**src/rtl/dma_pkg.sv**
```systemverilog
// Shared types and decode helpers for the audio DMA channel.
// Assumes a 32-bit host data path and a register index of 3 bits.
package dma_pkg;

    typedef enum logic [1:0] {
        ST_IDLE = 2'd0,
        ST_REQ  = 2'd1,
        ST_DATA = 2'd2
    } burst_st_t;

    localparam logic [2:0] IDX_CTRL   = 3'd0;
    localparam logic [2:0] IDX_START  = 3'd1;
    localparam logic [2:0] IDX_END    = 3'd2;
    localparam logic [2:0] IDX_PAGE   = 3'd3;
    localparam logic [2:0] IDX_PTR    = 3'd4;
    localparam logic [2:0] IDX_CFG    = 3'd5;
    localparam logic [2:0] IDX_STATUS = 3'd6;

    // Burst length code n -> 2^n dwords
    function automatic logic [7:0] len_of(input logic [2:0] code);
        return 8'd1 << code;
    endfunction

    // Threshold code -> 1, 4, 8, 16 dwords
    function automatic logic [4:0] thr_of(input logic [1:0] code);
        logic [4:0] v;
        case (code)
            2'd0:    v = 5'd1;
            2'd1:    v = 5'd4;
            2'd2:    v = 5'd8;
            default: v = 5'd16;
        endcase
        return v;
    endfunction

endpackage

```
**src/rtl/dma_regs.sv**
```systemverilog
// Host register file of the DMA channel.
// Holds enable, start/end addresses, boundary code and burst config;
// decodes the masked control write and the write-one-to-clear status.
// Assumes a single-cycle write strobe and a combinational read.
module dma_regs #(
    parameter int ADDR_W = 32
) (
    input  logic              clk,
    input  logic              rst_n,
    input  logic              host_wr,
    input  logic [2:0]        host_addr,
    input  logic [31:0]       host_wdata,
    output logic [31:0]       host_rdata,
    input  logic [ADDR_W-1:0] ptr,
    input  logic              irq_pend,
    output logic              en,
    output logic [ADDR_W-1:0] start_addr,
    output logic [ADDR_W-1:0] end_addr,
    output logic [3:0]        limit,
    output logic [2:0]        burst_code,
    output logic [1:0]        thr_code,
    output logic              load_ptr,
    output logic [ADDR_W-1:0] load_val,
    output logic              irq_clr
);
    import dma_pkg::*;

    // Write decode strobes
    always_comb begin
        load_ptr = host_wr && (host_addr == IDX_START);
        load_val = host_wdata[ADDR_W-1:0];
        irq_clr  = host_wr && (host_addr == IDX_STATUS) && host_wdata[0];
    end

    // Register updates on host writes
    always_ff @(posedge clk) begin
        if (!rst_n) begin
            en         <= 1'b0;
            start_addr <= '0;
            end_addr   <= '0;
            limit      <= '0;
            burst_code <= '0;
            thr_code   <= '0;
        end else if (host_wr) begin
            case (host_addr)
                IDX_CTRL:  if (host_wdata[16]) en <= host_wdata[0];
                IDX_START: start_addr <= host_wdata[ADDR_W-1:0];
                IDX_END:   end_addr   <= host_wdata[ADDR_W-1:0];
                IDX_PAGE:  limit      <= host_wdata[7:4];
                IDX_CFG: begin
                    burst_code <= host_wdata[2:0];
                    thr_code   <= host_wdata[9:8];
                end
                default: ;
            endcase
        end
    end

    // Read multiplexer
    always_comb begin
        host_rdata = '0;
        case (host_addr)
            IDX_CTRL:   host_rdata = {31'b0, en};
            IDX_START:  host_rdata = 32'(start_addr);
            IDX_END:    host_rdata = 32'(end_addr);
            IDX_PAGE:   host_rdata = {24'b0, limit, 4'b0};
            IDX_PTR:    host_rdata = 32'(ptr);
            IDX_CFG:    host_rdata = {22'b0, thr_code, 5'b0, burst_code};
            IDX_STATUS: host_rdata = {31'b0, irq_pend};
            default:    host_rdata = '0;
        endcase
    end

endmodule

```
**src/rtl/dma_burst.sv**
```systemverilog
// Burst sequencer: requests a burst when the FIFO count meets the
// threshold, waits for grant, then accepts the coded number of beats.
// Assumes beats arrive only after grant; extra beats are dropped.
module dma_burst #(
    parameter int FIFO_CW = 8,
    parameter int LEN_W   = 8
) (
    input  logic               clk,
    input  logic               rst_n,
    input  logic               en,
    input  logic [FIFO_CW-1:0] fifo_count,
    input  logic [1:0]         thr_code,
    input  logic [2:0]         burst_code,
    input  logic               mem_gnt,
    input  logic               mem_beat,
    output logic               mem_req,
    output logic [LEN_W-1:0]   mem_len,
    output logic               beat_acc,
    output logic               busy
);
    import dma_pkg::*;

    localparam int CMP_W = (FIFO_CW > 5) ? FIFO_CW : 5;

    burst_st_t        state;
    logic [LEN_W-1:0] left;
    logic             thr_met;

    // Decode length, threshold and beat acceptance
    always_comb begin
        mem_len  = LEN_W'(len_of(burst_code));
        thr_met  = CMP_W'(fifo_count) >= CMP_W'(thr_of(thr_code));
        mem_req  = (state == ST_REQ) && en;
        busy     = (state == ST_DATA);
        beat_acc = busy && en && mem_beat;
    end

    // Burst state machine and beat counter
    always_ff @(posedge clk) begin
        if (!rst_n) begin
            state <= ST_IDLE;
            left  <= '0;
        end else begin
            case (state)
                ST_IDLE: if (en && thr_met) state <= ST_REQ;
                ST_REQ: begin
                    if (!en) begin
                        state <= ST_IDLE;
                    end else if (mem_gnt) begin
                        state <= ST_DATA;
                        left  <= mem_len;
                    end
                end
                ST_DATA: begin
                    if (!en) begin
                        state <= ST_IDLE;
                    end else if (mem_beat) begin
                        left <= left - 1'b1;
                        if (left == LEN_W'(1)) state <= ST_IDLE;
                    end
                end
                default: state <= ST_IDLE;
            endcase
        end
    end

endmodule

```
**src/rtl/dma_addr.sv**
```systemverilog
// Address pointer with wrap at the end address and power-of-two
// boundary interrupt. A host start-address write reloads the pointer.
// Assumes dword beats (step of 4 bytes) and end address dword aligned.
module dma_addr #(
    parameter int ADDR_W = 32
) (
    input  logic              clk,
    input  logic              rst_n,
    input  logic [ADDR_W-1:0] start_addr,
    input  logic [ADDR_W-1:0] end_addr,
    input  logic [3:0]        limit,
    input  logic              load_ptr,
    input  logic [ADDR_W-1:0] load_val,
    input  logic              beat_acc,
    input  logic              irq_clr,
    output logic [ADDR_W-1:0] ptr,
    output logic              irq
);
    localparam int SHIFT_W = 6;

    logic [ADDR_W-1:0] inc, nxt, mask;
    logic              hit;

    // Next address, boundary mask and boundary hit
    always_comb begin
        inc  = ptr + ADDR_W'(4);
        nxt  = (inc == end_addr) ? start_addr : inc;
        mask = (ADDR_W'(1) << (SHIFT_W'(5) + SHIFT_W'(limit))) - ADDR_W'(1);
        hit  = (limit != 4'd0) && ((nxt & mask) == '0);
    end

    // Pointer register
    always_ff @(posedge clk) begin
        if (!rst_n)        ptr <= '0;
        else if (load_ptr) ptr <= load_val;
        else if (beat_acc) ptr <= nxt;
    end

    // Pending interrupt: a new hit wins over a clear
    always_ff @(posedge clk) begin
        if (!rst_n)                irq <= 1'b0;
        else if (beat_acc && hit)  irq <= 1'b1;
        else if (irq_clr)          irq <= 1'b0;
    end

endmodule

```
**src/rtl/audio_dma_chan.sv**
```systemverilog
// Top of one audio DMA channel: register file, burst sequencer and
// address generator. Linear addressing only; no translation.
module audio_dma_chan #(
    parameter int ADDR_W  = 32,
    parameter int FIFO_CW = 8,
    parameter int LEN_W   = 8
) (
    input  logic               clk,
    input  logic               rst_n,
    input  logic               host_wr,
    input  logic [2:0]         host_addr,
    input  logic [31:0]        host_wdata,
    output logic [31:0]        host_rdata,
    output logic               irq,
    input  logic [FIFO_CW-1:0] fifo_count,
    output logic               mem_req,
    input  logic               mem_gnt,
    output logic [LEN_W-1:0]   mem_len,
    input  logic               mem_beat,
    output logic [ADDR_W-1:0]  mem_addr
);
    logic              en, load_ptr, irq_clr, beat_acc, busy;
    logic [ADDR_W-1:0] start_addr, end_addr, load_val, ptr;
    logic [3:0]        limit;
    logic [2:0]        burst_code;
    logic [1:0]        thr_code;

    dma_regs #(.ADDR_W(ADDR_W)) u_regs (
        .clk(clk), .rst_n(rst_n), .host_wr(host_wr), .host_addr(host_addr),
        .host_wdata(host_wdata), .host_rdata(host_rdata), .ptr(ptr),
        .irq_pend(irq), .en(en), .start_addr(start_addr), .end_addr(end_addr),
        .limit(limit), .burst_code(burst_code), .thr_code(thr_code),
        .load_ptr(load_ptr), .load_val(load_val), .irq_clr(irq_clr)
    );

    dma_burst #(.FIFO_CW(FIFO_CW), .LEN_W(LEN_W)) u_burst (
        .clk(clk), .rst_n(rst_n), .en(en), .fifo_count(fifo_count),
        .thr_code(thr_code), .burst_code(burst_code), .mem_gnt(mem_gnt),
        .mem_beat(mem_beat), .mem_req(mem_req), .mem_len(mem_len),
        .beat_acc(beat_acc), .busy(busy)
    );

    dma_addr #(.ADDR_W(ADDR_W)) u_addr (
        .clk(clk), .rst_n(rst_n), .start_addr(start_addr), .end_addr(end_addr),
        .limit(limit), .load_ptr(load_ptr), .load_val(load_val),
        .beat_acc(beat_acc), .irq_clr(irq_clr), .ptr(ptr), .irq(irq)
    );

    // Beat address is the live pointer
    always_comb mem_addr = ptr;

endmodule

```
**config.mk**
```make
export PLATFORM = sky130hd
export DESIGN_NAME = audio_dma_chan
export DESIGN_NICKNAME = d
export VERILOG_FILES = /design/src/rtl/dma_pkg.sv /design/src/rtl/dma_regs.sv /design/src/rtl/dma_burst.sv /design/src/rtl/dma_addr.sv /design/src/rtl/audio_dma_chan.sv
export SDC_FILE = /design/constraint.sdc
export NUM_CORES = 1
export LEC_CHECK = 0
export ABC_AREA = 0
export CORE_UTILIZATION = 32
export DETAILED_ROUTE_END_ITERATION = 10
export PLACE_DENSITY = 0.63
export SYNTH_ARGS = -nofsm -noshare
export SYNTH_HDL_FRONTEND = slang
export SYNTH_SLANG_ARGS = --single-unit
```
**constraint.sdc**
```tcl
create_clock -name clk -period 3.8 [get_ports clk]
set_input_delay 0.76 -clock clk [delete_from_list [all_inputs] [get_ports clk]]
set_output_delay 0.76 -clock clk [all_outputs]
set_load 0.02 [all_outputs]
```
# Yosys cells after proc, flatten, opt, wreduce, memory -nomap -nowiden

Cells that the tools add are included.

Add/sub/neg operators: 4
Magnitude comparators: 1
Eq/ne operators: 20
Shift operators: 2
Mux-type cells: 19
Bitwise operators: 1
Reduce and logical (&&, ||, !) cells: 24

Operator list:

| cell                                                 | count |
|---|---|
| one-hot mux 32 bit (7 select lines)                  | 1 |
| 2-to-1 mux 32 bit                                    | 3 |
| adder 32 x 3 -> 32 bit (second input constant)       | 1 |
| bitwise AND 32 bit                                   | 1 |
| equality test 32 bit                                 | 1 |
| logical NOT 32 bit                                   | 1 |
| 2-to-1 mux 8 bit                                     | 4 |
| left shift 1 x 6 -> 32 bit (first input constant)    | 1 |
| subtractor 32 x 2 -> 32 bit (second input constant)  | 1 |
| one-hot mux 8 bit (2 select lines)                   | 1 |
| one-hot mux 5 bit (3 select lines)                   | 1 |
| 2-to-1 mux 2 bit                                     | 6 |
| equality test 3 bit (second input constant)          | 3 |
| logical AND 1 bit                                    | 9 |
| equality test 8 x 1 -> 1 bit (second input constant) | 1 |
| greater-or-equal comparator 8 x 5 -> 1 bit           | 1 |
| AND reduction 2 bit                                  | 4 |
| left shift 1 x 3 -> 8 bit (first input constant)     | 1 |
| subtractor 8 x 1 -> 8 bit (second input constant)    | 1 |
| equality test 3 x 2 -> 1 bit (second input constant) | 2 |
| != test 2 bit (second input constant)                | 3 |
| != test 3 bit (second input constant)                | 2 |
| one-hot mux 2 bit (3 select lines)                   | 1 |
| nonzero test 2 bit                                   | 3 |
| 13 further kinds                                     | 18 |

Register bits after elaboration: 117
Bits of input ports: 48
Output and inout port bits: 74
Word-level logic and storage cells: 81

# Logic depth before layout (Yosys ltp)

Depth in word-level cells: 8
Gate-level depth with buffers: 13
Gate-level depth less buffers: 11

# Modules after synthesis

A second synthesis with hierarchy kept.

Cells, all modules: 1113
Area total of the unflattened synthesis: 8488.1 sq um

Modules (own cells, without submodules):

| module    | instances | cells each | area an instance (sq um) | seq. area each (sq um) |
|---|---|---|---|---|
| dma_regs  | 1         | 471        | 3837.4                   | 1481.4 |
| dma_addr  | 1         | 532        | 3802.4                   | 660.6 |
| dma_burst | 1         | 110        | 848.3                    | 200.2 |

# Worst setup path after synthesis

No wires, ideal clock.

Path type: register to register
From: register u_addr.ptr[4]
To: register u_addr.ptr[27]
Library setup time: 0.132 ns
Arrival: 3.520 ns
Data required time: 3.668 ns
Slack: 0.148 ns
Cell stages (with the launch flop): 14
Buffers on the path: 3
Clock period less this slack: 3.652 ns
Cells stage by stage: dfxtp_1 buf_2 nand4_1 or4_1 clkbuf_1 mux2_2 o211ai_1 nor4_1 nand3_1 nor4b_4 buf_6 mux2_2 o221ai_1 a21oi_1

Cells in the longest elaborated chain, start to end: 5

Ends and longest elaborated chain:

| element                  | line           | RTL |
|---|---|---|
| start: declaration       | dma_addr.sv:16 | `output logic [ADDR_W-1:0] ptr,` |
| start signal: assignment | dma_addr.sv:35 | `else if (load_ptr) ptr <= load_val;` |
| start signal: assignment | dma_addr.sv:36 | `else if (beat_acc) ptr <= nxt;` |
| adder 32 x 3 -> 32 bit * | dma_addr.sv:26 | `inc = ptr + ADDR_W'(4);` |
| equality test 32 bit     | dma_addr.sv:27 | `nxt = (inc == end_addr) ? start_addr : inc;` |
| 2-to-1 mux 32 bit *      | dma_addr.sv:27 |  |
| 2-to-1 mux 32 bit *      | dma_addr.sv:36 |  |
| 2-to-1 mux 32 bit *      | dma_addr.sv:35 |  |

Every way passes the cells marked *; elsewhere a longest branch is shown, timed or not. The select of a mux whose other input is x is not followed.
A chain may end at the register's enable or synchronous reset.

# Final worst setup path

From: input port host_addr[2]
To: output port host_rdata[3]

Cells in the longest elaborated chain, start to end: 2
Elaborated cells on any way between the ends: 8
Those cells by class: eq/ne (6); mux (1); reduce/logical (1)

Ends and longest elaborated chain:

| element                                     | line                 | RTL |
|---|---|---|
| start: declaration                          | audio_dma_chan.sv:11 | `input logic [2:0] host_addr,` |
| equality test 3 bit (tied with other cells) | dma_regs.sv:62       | `case (host_addr)` |
| one-hot mux 32 bit (7 select lines) *       | dma_regs.sv:62       |  |
| end: declaration                            | audio_dma_chan.sv:13 | `output logic [31:0] host_rdata,` |

Every way passes the cells marked *; elsewhere a longest branch is shown, timed or not.

==> impl_metrics.csv <==
group,metric,value,unit
placement,gp_congestion,0.9759,
logic_synthesis,synth.mux.area_fraction,6.943,%
timing,slew_viol_final,0,
die,die_w,163.8,µm
worst_setup_path,critPathCaptureType,"output port",
logic_synthesis,yosys.area.top_type,"dfxtp_1",
worst_setup_path,ff2ff_path_depth,12,
logic_synthesis,ys_seq_area_share,27.95,%
logic_synthesis,ys_warn_count,0,
min_path,hp-class,"register to register",
clocking,root_buffer,"clkbuf_16",
logic_synthesis,ys.flop_type,"dfxtp_1",
clocking,insertion_delay,0.43,ns
finish,syn_to_final_growth,32.66,%
routing,vias,9458,
timing,worstMarginPinSlew,1.021,ns
logic_synthesis,synthArstFlopShare,0,%
timing,setup_viol,0,
finish,drive_gt1_share,14.47,%
logic_synthesis,synth_adder_area_share,1.195,%
global_routing,grt-ovfl-total,0,
worst_setup_path,crit_required,3.04,ns
clocking,ctsHoldBuffers,0,
logic_synthesis,synth_compound_area_share,25.25,%
routing,routed_via_density,5.732,
worst_setup_path,critPathKind,"input port to output port",
power_and_ir_drop,vdd_drop_max,0.0002185,V
timing,finClkSkew,0.006790,ns
logic_synthesis,synthesis.instances,1154,
clocking,cts_max_path_buffers,2,
routing,drtPass1Iterations,8,
placement,port_buffers,121,
timing,layout_min_cycle_time,3.694,ns
status,status,"complete, no violations",
timing,post-route-period-util,97.21,%
timing,maxClockFrequency,270.7,MHz
worst_setup_path,start_kind,"input port",
global_routing,antenna_found_initial,0,
logic_synthesis,synth.cell_area,0.008379,mm²
routing,drc,0,
clocking,cts_sinks,117,
finish,final_nets,1364,
worst_setup_path,worstPathArrival,2.93,ns
global_routing,grt_use_total,26.44,%
clocking,numCtsBuffers,17,
timing,hold_violations,0,
power_and_ir_drop,leakagePower,3.928,nW
die,start_util,32.99,%
finish,final_core_utilization,43.76,%
logic_synthesis,synth_top_family_by_area,"simple AND/OR/NAND/NOR gates",
finish,num_antenna_cells,0,
logic_synthesis,synthSimpleGateAreaFrac,26.98,%
logic_synthesis,syn_avg_cell_area,7.261,µm²
routing,ant_nets,0,
routing,wl_per_cell,21.52,µm
logic_synthesis,yosys.area.top_type_share,27.95,%
placement,post_dp_cell_area,0.01046,mm²
logic_synthesis,ys_ff_latch,117,
die,io_pins,122,
die,die_area,0.02684,mm²
logic_synthesis,synth_edf_count,0,
worst_setup_path,cp_max_fo,17,
global_routing,grt_pass1_vias,8823,
placement,place.detailed.hpwl,26620,µm
logic_synthesis,yosysUniqueCellTypes,76,
logic_synthesis,synth.top_cells.by_area,"dfxtp_1 28%, nand2_1 10%, a21oi_1 7.2%",
routing,totalWireLength,35510,µm
finish,fin_area,0.01112,mm²
clocking,cts_tree,"yes",
logic_synthesis,synth_xor_area_share,5.510,%
timing,layout_setup_ws,0.1060,ns
global_routing,grt_start_max_net_pins,62,
timing,relSlewSlack,31.06,%
routing,drt-initial-drc-count,1001,
placement,place_ws,-0.2698,ns
finish,n_fill_cell,2620,
die,die_y,163.8,µm
power_and_ir_drop,p_per_area,313.6,mW/mm²
clocking,clkSlewWorstSetupHoldPaths,0.06,ns
global_routing,grt_pass1_wl,53590,µm
die,core,0.02540,mm²
timing,rsz0062_at_grt,"no",
job,maxCapViolCount,0,
die,rows,58,
min_path,min_path_cells,2,
clocking,htreeDepth,4,
==> placed cells by master, fill, tap and decap left out, types with 8 or more instances in the layout <==
cell type and count:
a211oi_1 9, a21oi_1 121, a22oi_1 33, a31oi_1 10
and2_1 13, and3_1 23, and4_1 8, buf_4 107
clkbuf_16 17, clkdlybuf4s50_1 120, dfxtp_1 116, ha_1 8
inv_1 24, mux2_2 23, mux2i_1 30, nand2_1 225
nand2b_1 8, nand3_1 28, nand4_1 16, nor2_1 65
nor2b_1 11, nor3_1 20, nor4_1 8, o21a_1 11
o21ai_0 77, o221ai_1 11, or3_1 8, xnor2_1 28
xor2_1 16
==> final timing paths <==
kind                                             end  slack (ns)                                from
setup / recovery                       host_rdata[3]        0.11                        host_addr[2]
hold / removal    u_regs.start_addr[25]$_SDFFE_PN0P_        0.47  u_regs.start_addr[25]$_SDFFE_PN0P_
setup reg to reg             u_addr.irq$_SDFFE_PN0P_        0.15         u_addr.ptr[17]$_SDFFE_PN0P_
hold reg to reg   u_regs.start_addr[25]$_SDFFE_PN0P_        0.47  u_regs.start_addr[25]$_SDFFE_PN0P_
==> worst max-delay path, stage by stage <==
cell	delay, ns
clkdlybuf4s50_1	0.66
nor2b_2	0.22
buf_4	0.28
a22oi_1	0.12
o21ai_0	0.23
clkdlybuf4s50_1	0.65
==> power breakdown <==
group,leakage [nW],internal (mW),switching (mW)
logic,2.69,0.213,0.277
registers,0.947,1.26,0.0407
clock network,0.289,1.08,0.622
total,3.93,2.55,0.940
==> synth_stat cells (all sizes together), types with 4 or more instances <==
cell type and n:
a2111oi 4, a211oi 9, a21oi 121, a221o 4
a221oi 4, a22oi 33, a31oi 10, and2 13
and3 23, and4 8, buf 24, clkbuf 74
dfxtp 117, ha 8, inv 25, mux2 23
mux2i 30, nand2 226, nand2b 8, nand3 29
nand4 20, nor2 66, nor2b 13, nor3 20
nor3b 4, nor4 12, o2111ai 5, o21a 11
o21ai 80, o221ai 11, o22ai 6, o31ai 6
or3 8, or4 5, xnor2 28, xor2 17
==> stage by stage <==
stage               setup TNS, ns  total power [mW]  std cells  hold WS, ns
detailed placement        -0.2698             1.798       1618       0.4651
global placement          -0.2033             1.798       1618       0.4596
finish                          0             3.486       1650       0.4713
global route                    0             3.576       1650       0.4930
CTS                             0             3.481       1649       0.4731
floorplan                       0             1.556       1155       0.4463
==> cells by family after synthesis <==
group / after synthesis
compound gates: 337
xor+xnor: 48
fa+ha+maj: 8
buf+inv: 123
flops: 117
mux: 54
other cells: 1
simple gates: 466
==> cell type report <==
type / count / area [µm²] / area share, %
well taps: 330 / 412.9 / 3.715
inverters: 25 / 95.09 / 0.8555
clock buffers: 23 / 478.0 / 4.300
flip-flops and latches: 117 / 2344 / 21.08
repair buffers: 232 / 2088 / 18.79
multi-input cells: 915 / 5574 / 50.15
clock inverters: 8 / 123.9 / 1.114
==> state kept, by name, indices dropped and copies added, names as in the netlist <==
register / flops
u_regs.en: 1
u_regs.start_addr: 32
u_regs.end_addr: 32
u_addr.ptr: 32
u_regs.burst_code: 3
u_regs.limit: 4
u_regs.thr_code: 2
u_burst.state: 2
u_addr.irq: 1
u_burst.left: 8
==> routing by layer <==
layer  vias up  GRT usage (%)  wire length [µm]
li1       4457              -                 -
met1      4520          35.62             15800
met2       412          42.33             16320
met3        69          4.343              2547
met4         0          9.428               845
met5         -              0                 0
==> what timing repair did <==
item,CTS,global route
endpoints found under the setup margin,1,9
pin swaps,0,2
buffers inserted,0,1
gates resized for setup,1,12
No activity file was read; power rests on OpenSTA's default activity.
